--- src/rtl/psr_pkg.sv ---
package psr_pkg;
  typedef struct packed {
    logic n;
    logic z;
    logic c;
    logic v;
  } flags_t;

  function automatic logic sign_flip(input logic sa, input logic sb, input logic sr);
    return (sa == sb) && (sr != sa);
  endfunction

  function automatic logic all_zero32(input logic [31:0] r);
    return r == 32'd0;
  endfunction
endpackage

--- src/rtl/psr_flag_calc.sv ---
module psr_flag_calc
  import psr_pkg::*;
#(
  parameter int DW = 32
) (
  input  logic          op_logic,
  input  logic [DW-1:0] res,
  input  logic          add_cout,
  input  logic          add_a_msb,
  input  logic          add_b_msb,
  input  logic          shift_out,
  input  logic          v_prev,
  output flags_t        flags_nxt
);
  always_comb begin
    flags_nxt.n = res[DW-1];
    flags_nxt.z = (res == '0);
    if (op_logic) begin
      flags_nxt.c = shift_out;
      flags_nxt.v = v_prev;
    end else begin
      flags_nxt.c = add_cout;
      flags_nxt.v = sign_flip(add_a_msb, add_b_msb, res[DW-1]);
    end
  end
endmodule

--- src/rtl/psr_store.sv ---
module psr_store
  import psr_pkg::*;
#(
  parameter int          DW         = 32,
  parameter int          MODE_W     = 5,
  parameter logic [4:0]  RESET_MODE = 5'b10011
) (
  input  logic          clk,
  input  logic          rst_n,
  input  logic          load_flags,
  input  logic          load_word,
  input  flags_t        flags_in,
  input  logic [DW-1:0] word_in,
  output logic [DW-1:0] q
);
  localparam int FLAG_LO = DW - 4;
  localparam logic [DW-1:0] RST_WORD =
    (DW'(RESET_MODE) & DW'((1 << MODE_W) - 1)) | DW'(8'hC0);

  always_ff @(posedge clk or negedge rst_n) begin
    if (!rst_n) begin
      q <= RST_WORD;
    end else if (load_word) begin
      q <= word_in;
    end else if (load_flags) begin
      q[DW-1:FLAG_LO] <= flags_in;
    end
  end
endmodule

--- src/rtl/psr_flag_unit.sv ---
module psr_flag_unit
  import psr_pkg::*;
#(
  parameter int         DW         = 32,
  parameter int         MODE_W     = 5,
  parameter logic [4:0] RESET_MODE = 5'b10011
) (
  input  logic          clk,
  input  logic          rst_n,
  input  logic          op_logic,
  input  logic          flag_upd,
  input  logic [DW-1:0] res,
  input  logic          add_cout,
  input  logic          add_a_msb,
  input  logic          add_b_msb,
  input  logic          shift_out,
  input  logic          sw_wr,
  input  logic [DW-1:0] sw_data,
  output logic [DW-1:0] psr_q
);
  localparam int V_POS = DW - 4;

  flags_t flags_nxt;
  logic   flag_load_evt;
  logic   v_prev;

  assign v_prev        = psr_q[V_POS];
  assign flag_load_evt = flag_upd & ~sw_wr;

  psr_flag_calc #(.DW(DW)) calc_i (
    .op_logic  (op_logic),
    .res       (res),
    .add_cout  (add_cout),
    .add_a_msb (add_a_msb),
    .add_b_msb (add_b_msb),
    .shift_out (shift_out),
    .v_prev    (v_prev),
    .flags_nxt (flags_nxt)
  );

  psr_store #(.DW(DW), .MODE_W(MODE_W), .RESET_MODE(RESET_MODE)) store_i (
    .clk        (clk),
    .rst_n      (rst_n),
    .load_flags (flag_load_evt),
    .load_word  (sw_wr),
    .flags_in   (flags_nxt),
    .word_in    (sw_data),
    .q          (psr_q)
  );
endmodule

--- config.mk ---
export PLATFORM = sky130hd
export DESIGN_NAME = psr_flag_unit
export DESIGN_NICKNAME = d
export VERILOG_FILES = /design/src/rtl/psr_pkg.sv /design/src/rtl/psr_flag_calc.sv /design/src/rtl/psr_store.sv /design/src/rtl/psr_flag_unit.sv
export SDC_FILE = /design/constraint.sdc
export NUM_CORES = 1
export LEC_CHECK = 0
export ABC_AREA = 1
export BUFFER_PORTS_ARGS = -buffer_cell sky130_fd_sc_hd__buf_4
export CAP_MARGIN = 20
export CORE_MARGIN = 10
export CORE_UTILIZATION = 35
export CTS_CLUSTER_DIAMETER = 30
export DETAILED_ROUTE_END_ITERATION = 6
export HOLD_SLACK_MARGIN = 0.15
export PLACE_DENSITY = 0.78
export SKIP_LAST_GASP = 1
export SLEW_MARGIN = 40
export SYNTH_ARGS = -nofsm -noshare
export SYNTH_HDL_FRONTEND = slang
export SYNTH_SLANG_ARGS = --single-unit
--- constraint.sdc ---
create_clock -name clk -period 0.8 [get_ports clk]
set_clock_uncertainty 0.2 [all_clocks]
set_input_delay 0.04 -clock clk [delete_from_list [all_inputs] [get_ports clk]]
set_output_delay 0.04 -clock clk [all_outputs]
set_load 0.02 [all_outputs]
**Yosys cells after proc, flatten, opt, wreduce, memory -nomap -nowiden**

Cells that the tools add are included.

- Register bits: 32
- Output and inout port bits: 32
- Word-level logic and storage cells: 15

- Eq/ne operators: 3
- Muxes and demuxes: 3
- Bitwise gates (word level): 2
- Reduce and logical (&&, ||, !) cells: 4

Operators with widths:

| operator | count |
|---|---|
| 32-bit zero test | 1 |
| 4-bit 2-to-1 mux | 2 |
| 2-bit 2-to-1 mux | 1 |
| 2-bit by 1-bit != test with 1-bit output, second input constant | 1 |
| 2-bit AND reduction | 1 |
| 2-bit nonzero test | 1 |
| 1-bit AND | 1 |
| 1-bit equality test | 1 |
| 1-bit logical AND | 1 |
| 1-bit != test | 1 |
| 1-bit inverter | 1 |

**Logic depth before layout (Yosys ltp)**

Gate-level depths: netlist of run 1.

- Depth in word-level cells: 5
- Depth in mapped cells: 8
- Depth with buffers taken out: 7

**Hierarchy**

From an unflattened synthesis of run 1, not the netlist that was laid out.

- Cells, all modules: 186
- Area, all modules: 1458.9 um2

Modules (own cells, without submodules):

| module | times used | cells each | area an instance (um2) | seq. area each (um2) |
|---|---|---|---|---|
| psr_store | 1 | 141 | 1277.5 | 807.0 |
| psr_flag_calc | 1 | 43 | 171.4 | 0.0 |
| psr_flag_unit | 1 | 2 | 10.0 | 0.0 |

**Worst setup path before layout of run 1**

Ideal clock, no wire load.

- Path kind: register to register
- From: register, netlist name store_i.q[30]
- To: register store_i.q[30]
- Data arrival time: 0.660 ns
- Required time: 0.479 ns
- Setup slack: -0.181 ns
- Stages on the path, launching flop included: 3
- Buffers on the path: 0
- Period minus slack after synthesis: 0.981 ns
- Cells stage by stage: dfrtp_1 > a22oi_1 > nand2_1

RTL lines:

| what | RTL line | text |
|---|---|---|
| end signal, assigned | psr_store.sv:24 | `q <= word_in;` |
| end signal, assigned by index | psr_store.sv:26 | `q[DW-1:FLAG_LO] <= flags_in;` |
| end, declared | psr_store.sv:14 | `output logic [DW-1:0] q` |

**Worst setup path after layout of run 1**

- From: register store_i.q[4]
- To: output port psr_q[4]

RTL lines:

| what | RTL line | text |
|---|---|---|
| end, declared | psr_flag_unit.sv:19 | `output logic [DW-1:0] psr_q` |

No word-level cell between the ends.

==> metrics list, run 1 <==
- Run status: finished with violations
* Violations in the final reports: hold timing, setup timing
* Slowest cell on the critical path: sky130_fd_sc_hd__dfstp_2
- Number of pins exceeding their max-slew limit in the final report: 0
* Count of non-filler cells in the finished layout: 348
* Post-synth top area cell: sky130_fd_sc_hd__dfrtp_1
* Violation count after the first detailed-route iteration: 22
- Synthesized-area fraction occupied by adder cells: 0%
* Num rows: 23
- Final count of negative-setup-slack endpoints: 64
- Remaining antenna violation count after routing: 0
- During synthesis, Yosys emitted a total of 0 warnings.
- In this run, placement finished with an instance count of 329.
* Complex-gate fraction of the synthesized area: 3.445%
- Of the post-synthesis cell area, the part taken by muxes is 0%.
- Crit path arrival time: 0.94 ns
- On the worst path, the slowest cell contributes a delay of 0.54 ns.
* IO buf count: 104
- CTS saw 32 sinks.
* Number of antenna repair diodes: 0
- Internal power of the cells: 3.097 mW
- From synthesis to final layout, the design area changed by 86.40%.
* Clock transition at the registers of the reported paths: 0.06 ns
- VDD sags by at most 913.5 uV.
* Drt drc: 0
- Worst endpoint required time: 0.56 ns
* Number of hold violations in the final report: 59
- Detailed routing inserted a total of 1547 vias.
- The largest registers in the layout are store_i.q: 32 flops.
- Summing the sequential cell areas from Yosys gives 56.98% of the chip area.
- Areal power density over the cells: 1633 nW/um2
- Layout net count: 370
* Seq pwr share: 44.5%
* Antenna violations before repair: 0
- The tightest min-delay check is of the primary input to async pin type.
- After Yosys synthesis, XOR and XNOR cells account for 0% of the synthesized area.
* Cts bufs inserted: 5
* Endpoint class of the critical path: output pin
- For this run the aggregate overflow at the end of global routing stands at 0.
* Leak pwr: 1.374 nW
- Register bit total from synthesis: 32
* Effective utilization at floorplan: 35.66%
- Cell with the most instances after synthesis: sky130_fd_sc_hd__nand2_1
* Synth unique cells: 17
* CTS tree: yes
- Per report_power, the combinational group accounts for 28.4% of the total.
- After synthesis the cells add up to 1416 um2.
* Top cells by area, synth: sky130_fd_sc_hd__dfrtp_1 (48%), sky130_fd_sc_hd__nand2_1 (26%), sky130_fd_sc_hd__dfstp_2 (9.3%), sky130_fd_sc_hd__nor2_1 (5.8%), sky130_fd_sc_hd__buf_2 (1.8%)
- For this run, the top clock speed supported by timing is 848.5 MHz.
- I/O Pins: 105
* Ys flop type: sky130_fd_sc_hd__dfrtp_1
* Synthesized netlist net count: 251
- At the end of routability-driven placement, the weighted congestion stood at 0.7887.
- Clock latency on the worst-skew pair, taken at its later pin, is 0.28 ns.
- # fillers: 350
- Vias per cell: 4.445
- Setup slack on the critical path of the routed design comes to -0.3785 ns.
- Via count of the first global-routing pass: 1652
- Of the total synthesized cell area, the portion taken by AND, OR, NAND and NOR gates is 34.28%.
* Syn avg cell area: 7.957 um2
* CTS root buffer: sky130_fd_sc_hd__clkbuf_8
* Worst Path Class, Setup: register to output pin
- Leading cell types by count after synthesis: sky130_fd_sc_hd__nand2_1 (98), sky130_fd_sc_hd__dfrtp_1 (27), sky130_fd_sc_hd__nor2_1 (22)
* Share of cells above drive strength 1: 55.70%
- Die width: 83.62 um
- In the final timing run, aggregate negative setup slack is -10.68 ns.
- Counting along the longest clock path gives a buffer depth of 2.
- Normalized max-slew margin: 73.43%
- Fraction of synthesis flops using an asynchronous set or reset pin: 100.0%
- In this run the biggest area consumer among cell types represents 47.70% of the synthesized area.
- Wire length of the first global-routing pass: 8093 um
* Number of instances in the synthesized netlist: 178
* Total net switching power: 1.213 mW
- Per report_power, the clock group accounts for 27.2% of the total.
- Total number of H-tree levels: 2
- Largest register FFs: 32
- Wires add up to 5002 um.
- For the pin with the worst max-slew slack, the measured transition is 0.3986 ns.
- Across the run, the number of max-cap violations was 0.
- Startpoint type of the worst setup path: register
- Setup repair after global routing could not meet its margin everywhere.
- Number of buffers inserted by hold repair at cts: 5
* Final critical-path share of the clock period: 147.3%
- Average wire length per cell after detail routing: 14.37 um
- Traced cell by cell, the critical path runs through buf_6.
* Number of enable-type register cells in the synthesized netlist: 0
- From bottom edge to top edge, the die measures 83.62 um.
- The die covers 6991 um2.
- Entering global routing, the biggest net connects 33 pins.
* Register bank with the most flops: store_i.q
- GRT Overall Usage: 14.12%
* Largest delay contributor family on the critical path: flip-flops
* Share of total power consumed by net switching: 28.15%
* Main combinational cell family by area after synthesis: simple AND/OR/NAND/NOR gates
* Final min period: 1.179 ns
- Final Hold Slack: -0.5131 ns
- Register cell area after layout: 839.6 um2
- Multi-input gate area in the final layout: 571.8 um2
- CP Max Fanout: 2
- The floorplan step defined a core boundary enclosing 3971 um2.
- Summed over all nets, the half-perimeter wirelength after detailed placement is 3882 um.
* CP bufs+invs: 1
- The pre-antenna-repair detailed-routing pass consisted of 4 iterations.
[cell type report]
class	count	share of cell area [%]
clock buffers	7	2.891
clock inverters	1	0.1896
inverters	4	0.7583
multi-input cells	134	21.66
flip-flops and latches	32	31.80
well taps	50	2.370
repair buffers	120	40.33
[through the flow]
| step | total power, mW | hold slack [ns] | util [%] | worst slack [ns] | area [um2] |
|---|---|---|---|---|---|
| after detailed placement | 2.944 | -0.1949 | 57.59 | -0.1533 | 2287 |
| final | 4.310 | -0.5131 | 66.48 | -0.3785 | 2640 |
| after global placement | 2.925 | -0.2007 | 57.59 | -0.1071 | 2287 |
| after floorplan | 2.339 | -0.4556 | - | -0.1488 | 1449 |
| after global routing | 4.549 | -0.4887 | 66.48 | -0.4098 | 2640 |
| after CTS | 4.336 | -0.5012 | 65.41 | -0.3833 | 2597 |
[power groups by stage]
stage / clock network (mW) / registers [mW] / logic (mW)
floorplan: 0 / 2.09 / 0.251
global placement: 0 / 1.91 / 1.02
detailed placement: 0 / 1.91 / 1.04
CTS: 1.22 / 1.91 / 1.20
finish: 1.17 / 1.92 / 1.22
global route: 1.28 / 1.94 / 1.33
[cells by family after synthesis]
kind of cell,after synthesis
and+or+nand+nor,126
DFF,32
buffers and inverters,12
AOI/OAI and AO/OA,8
[metal layers]
| metal | vias to the layer above | global-route usage [%] | share of wire (%) |
|---|---|---|---|
| met4 | 0 | 3.957 | 1.2 |
| met1 | 708 | 13.92 | 35 |
| li1 | 784 | - | - |
| met5 | - | 0 | 0 |
| met3 | 6 | 6.055 | 7.7 |
| met2 | 49 | 26.06 | 56 |
[timing repair]
action,CTS,global route
pin swaps,1,4
endpoints found under the setup margin,64,64
hold endpoints to repair,64,64
buffers inserted,4,4
resized for setup,40,11
[placed cells by master, fill, tap and decap left out]
cell                             n
sky130_fd_sc_hd__dfrtp_2        26
sky130_fd_sc_hd__dfrtp_1         1
sky130_fd_sc_hd__nand3_1         2
sky130_fd_sc_hd__nand4_1         2
sky130_fd_sc_hd__o211ai_1        1
sky130_fd_sc_hd__nand2_1        91
sky130_fd_sc_hd__dfstp_2         5
sky130_fd_sc_hd__nand2_2         9
sky130_fd_sc_hd__clkbuf_8        5
sky130_fd_sc_hd__nor2_4          1
sky130_fd_sc_hd__nor2_1         21
sky130_fd_sc_hd__a21oi_2         2
sky130_fd_sc_hd__buf_6          37
sky130_fd_sc_hd__o21bai_1        1
sky130_fd_sc_hd__inv_6           1
sky130_fd_sc_hd__a21oi_1         2
sky130_fd_sc_hd__inv_1           3
sky130_fd_sc_hd__a22oi_2         1
sky130_fd_sc_hd__buf_12          1
sky130_fd_sc_hd__clkbuf_1        2
sky130_fd_sc_hd__buf_4          77
sky130_fd_sc_hd__dlygate4sd3_1   5
sky130_fd_sc_hd__a31oi_1         1
sky130_fd_sc_hd__clkinv_2        1
[worst paths after layout]
kind	depth (start not counted)	endpoint	slack [ns]	start
setup / recovery	1	psr_q[4]	-0.38	store_i.q[4]
hold / removal	1	store_i.q[20]	-0.51	rst_n
setup reg to reg	3	store_i.q[30]	-0.24	store_i.q[30]
hold reg to reg	2	store_i.q[0]	0.26	store_i.q[0]
max in group asynchronous	1	store_i.q[0]	0.59	rst_n
min in group clk	3	store_i.q[13]	-0.25	sw_data[13]
Note: power is estimated with default switching activity, not from simulation.
==> run 2: changes to the inputs <==
Settings changed: REMOVE_ABC_BUFFERS set to 1.
==> metrics list, run 2 (same netlist as run 1, synthesis figures left out) <==
- The total of fill cells in the finished design came to 333 (-4.9%).
- Drt drc: 0 (unchanged)
- Compared with the post-synthesis result, the final layout area differs by 87.63%.
* Endpoint class of the critical path: output pin
- The worst-case hold slack is -0.5177 ns (-0.004570 ns).
- Run status: finished with violations
- The number of flip-flops in the largest register is 32 (unchanged).
* Core box area: 3971 um2 (unchanged)
- Most common cell after layout, fill and taps aside: sky130_fd_sc_hd__nand2_1
- The signal on the critical path passes through buf_6.
- The total clock buffers created by CTS was 5 (unchanged).
* Number of sinks on the clock net: 32 (unchanged)
* Final critical-path share of the clock period: 147.5% (+0.23 points)
- Via count of the first global-routing pass: 1673 (+1.3%)
- Final count of negative-setup-slack endpoints: 54 (-16%)
- The average routed wire per standard cell is 13.97 um (-2.8%).
- The final hold violation count was 61 (+3.4%).
- The share of cells above drive strength 1 came to 47.85% (-7.8 points).
- Transition time at the pin with the least slew margin: 0.4102 ns (+0.01168 ns)
* Total grt overflow: 0 (unchanged)
- The routed via count came to 1541 (-0.39%).
* CTS tree: yes
- The maximum clock rate is 847.2 MHz (-0.15%).
- Number of pins exceeding their max-slew limit in the final report: 0 (unchanged)
* Die width: 83.62 um (unchanged)
- Violations in the final reports: hold timing, setup timing
- The clock slew seen by the registers of the worst setup and hold paths came to 0.07 ns (about the same).
- Number of buffers inserted by hold repair at cts: 5 (unchanged)
- Path class of the lowest-slack min-delay path: primary input to async pin
- The placer congestion estimate came to 0.7446 (-5.6%).
- The detail-routed via count per cell was 4.365 (-1.8%).
- On the critical path, the stage with the largest delay is an instance of sky130_fd_sc_hd__dfstp_2.
- The count of input and output buffers was 104 (unchanged).
* Worst Path Class, Setup: register to output pin
- CP bufs+invs: 1 (unchanged)
- The post-layout worst setup margin came to -0.3803 ns (-0.001811 ns).
- The required arrival time at the worst endpoint was 0.56 ns (about the same).
* Register cell area after layout: 807.0 um2 (-3.9%)
- The largest fanout of any net on the critical path is 2 (unchanged).
- Largest registers ranked by flip-flop count: store_i.q: 32 flops
- Register bank with the most flops: store_i.q
- The non-filler instance count after layout was 353 (+1.4%).
- The count of nets after finishing is 375 (+1.4%).
- The worst setup path is launched from a register.
- The level count of the clock H-tree was 2 (unchanged).
* Clk buf depth: 2 (unchanged)
- The number of antenna repair diodes came to 0 (unchanged).
- The antenna violation net count after detailed routing came to 0 (unchanged).
* Multi-input gate area in the final layout: 563.0 um2 (-1.5%)
* Pin count of the biggest net entering global routing: 33 (unchanged)
- Crit path arrival time: 0.94 ns (about the same)
- The total leakage power is 1.438 nW (+4.6%).
- Num rows: 23 (unchanged)
* Antenna violations before repair: 0 (unchanged)
* I/O Pins: 105 (unchanged)
* Areal power density over the cells: 1645 nW/um2 (+0.76%)
- Violation count after the first detailed-route iteration: 73 (+230%)
- Count of placed standard cells including taps: 330 (+0.30%)
- The starting density of the core is 35.66% (unchanged).
- Post-layout utilization of the core: 66.92% (+0.44 points)
* DR pass1 iterations: 3 (-1)
- The maximum VDD drop was 1108 uV (+21%).
* Wire length of the first global-routing pass: 7859 um (-2.9%)
- Maximum cell stage delay along the critical path: 0.54 ns (about the same)
* Max Cap Viol: 0 (unchanged)
* Total length of routed wires: 4930 um (-1.4%)
- The final period demand of the worst path is 1.180 ns (+0.001811 ns).
- GRT Overall Usage: 13.39% (-0.73 points)
- HPWL Detailed: 3615 um (-6.9%)
- Largest delay contributor family on the critical path: flip-flops
* RSZ-0062 raised after global routing: true
- The insertion delay of the later-clocked pin in the worst-skew pair was 0.28 ns (about the same).
- CTS root buffer: sky130_fd_sc_hd__clkbuf_8
- The worst slew margin relative to its limit was 72.65% (-0.78 points).
- The vertical die dimension came to 83.62 um (unchanged).
- The area enclosed by the die boundary came to 6991 um2 (unchanged).
* Commonest non-fill, non-tap cells in the layout: sky130_fd_sc_hd__nand2_1 (91), sky130_fd_sc_hd__buf_4 (78), sky130_fd_sc_hd__buf_6 (41), sky130_fd_sc_hd__dfrtp_1 (27), sky130_fd_sc_hd__nor2_1 (21)
-- run 2: changes by cell type in the layout (fill, tap and decap cells not counted), moves of 2 or more --
| cell | change |
|---|---|
| sky130_fd_sc_hd__buf_6 | +4 |
| sky130_fd_sc_hd__clkbuf_1 | -2 |
| sky130_fd_sc_hd__dfrtp_1 | +26 |
| sky130_fd_sc_hd__dfrtp_2 | -26 |
-- run 2: cell type report --
type	count	share of cell area, %
Tap cell	50	2.354
Clock buffer	5	2.589
Sequential cell	32	30.37
Timing Repair Buffer	125	42.04
Inverter	4	0.7533
Clock inverter	3	0.7062
Multi-Input combinational cell	134	21.19
-- run 2: layer usage --
| metal | up-vias | global-route usage, % | wire [um] |
|---|---|---|---|
| li1 | 790 | - | - |
| met1 | 692 | 13.90 | 1884 |
| met2 | 51 | 24.67 | 2700 |
| met3 | 8 | 4.395 | 273 |
| met4 | 0 | 4.110 | 72 |
| met5 | - | 0 | 0 |
-- run 2: final timing paths --
kind                              start  slack [ns]             to  cells past startpoint
min                               rst_n       -0.52   store_i.q[2]                      1
max in group asynchronous         rst_n        0.59   store_i.q[1]                      1
min in group clk            sw_data[27]       -0.25  store_i.q[27]                      3
min reg2reg                store_i.q[0]        0.27   store_i.q[0]                      2
max                        store_i.q[7]       -0.38       psr_q[7]                      1
max reg2reg                store_i.q[6]       -0.21   store_i.q[6]                      3
-- run 2: metrics by stage --
stage | hold WS [ns] | area, um2 | setup WS [ns] | setup TNS [ns] | power [mW]
floorplan | -0.4556 | 1361 | -0.1810 | -2.971 | 2.269
global placement | -0.2020 | 2262 | -0.1145 | -1.917 | 2.907
detailed placement | -0.1943 | 2262 | -0.1386 | -2.202 | 2.924
CTS | -0.5108 | 2579 | -0.3953 | -10.68 | 4.366
global route | -0.4935 | 2658 | -0.4102 | -12.63 | 4.601
finish | -0.5177 | 2658 | -0.3803 | -10.69 | 4.372
-- run 2: where the power goes --
group          switching, mW  internal [mW]
sequential             0.112           1.78
combinational          0.546          0.714
clock                  0.612          0.605
-- run 2: what timing repair did --
item,CTS,global route
buffers inserted,6,4
pin swaps,8,16
endpoints found under the setup margin,46,64
resized for setup,36,15
hold endpoints to repair,64,64
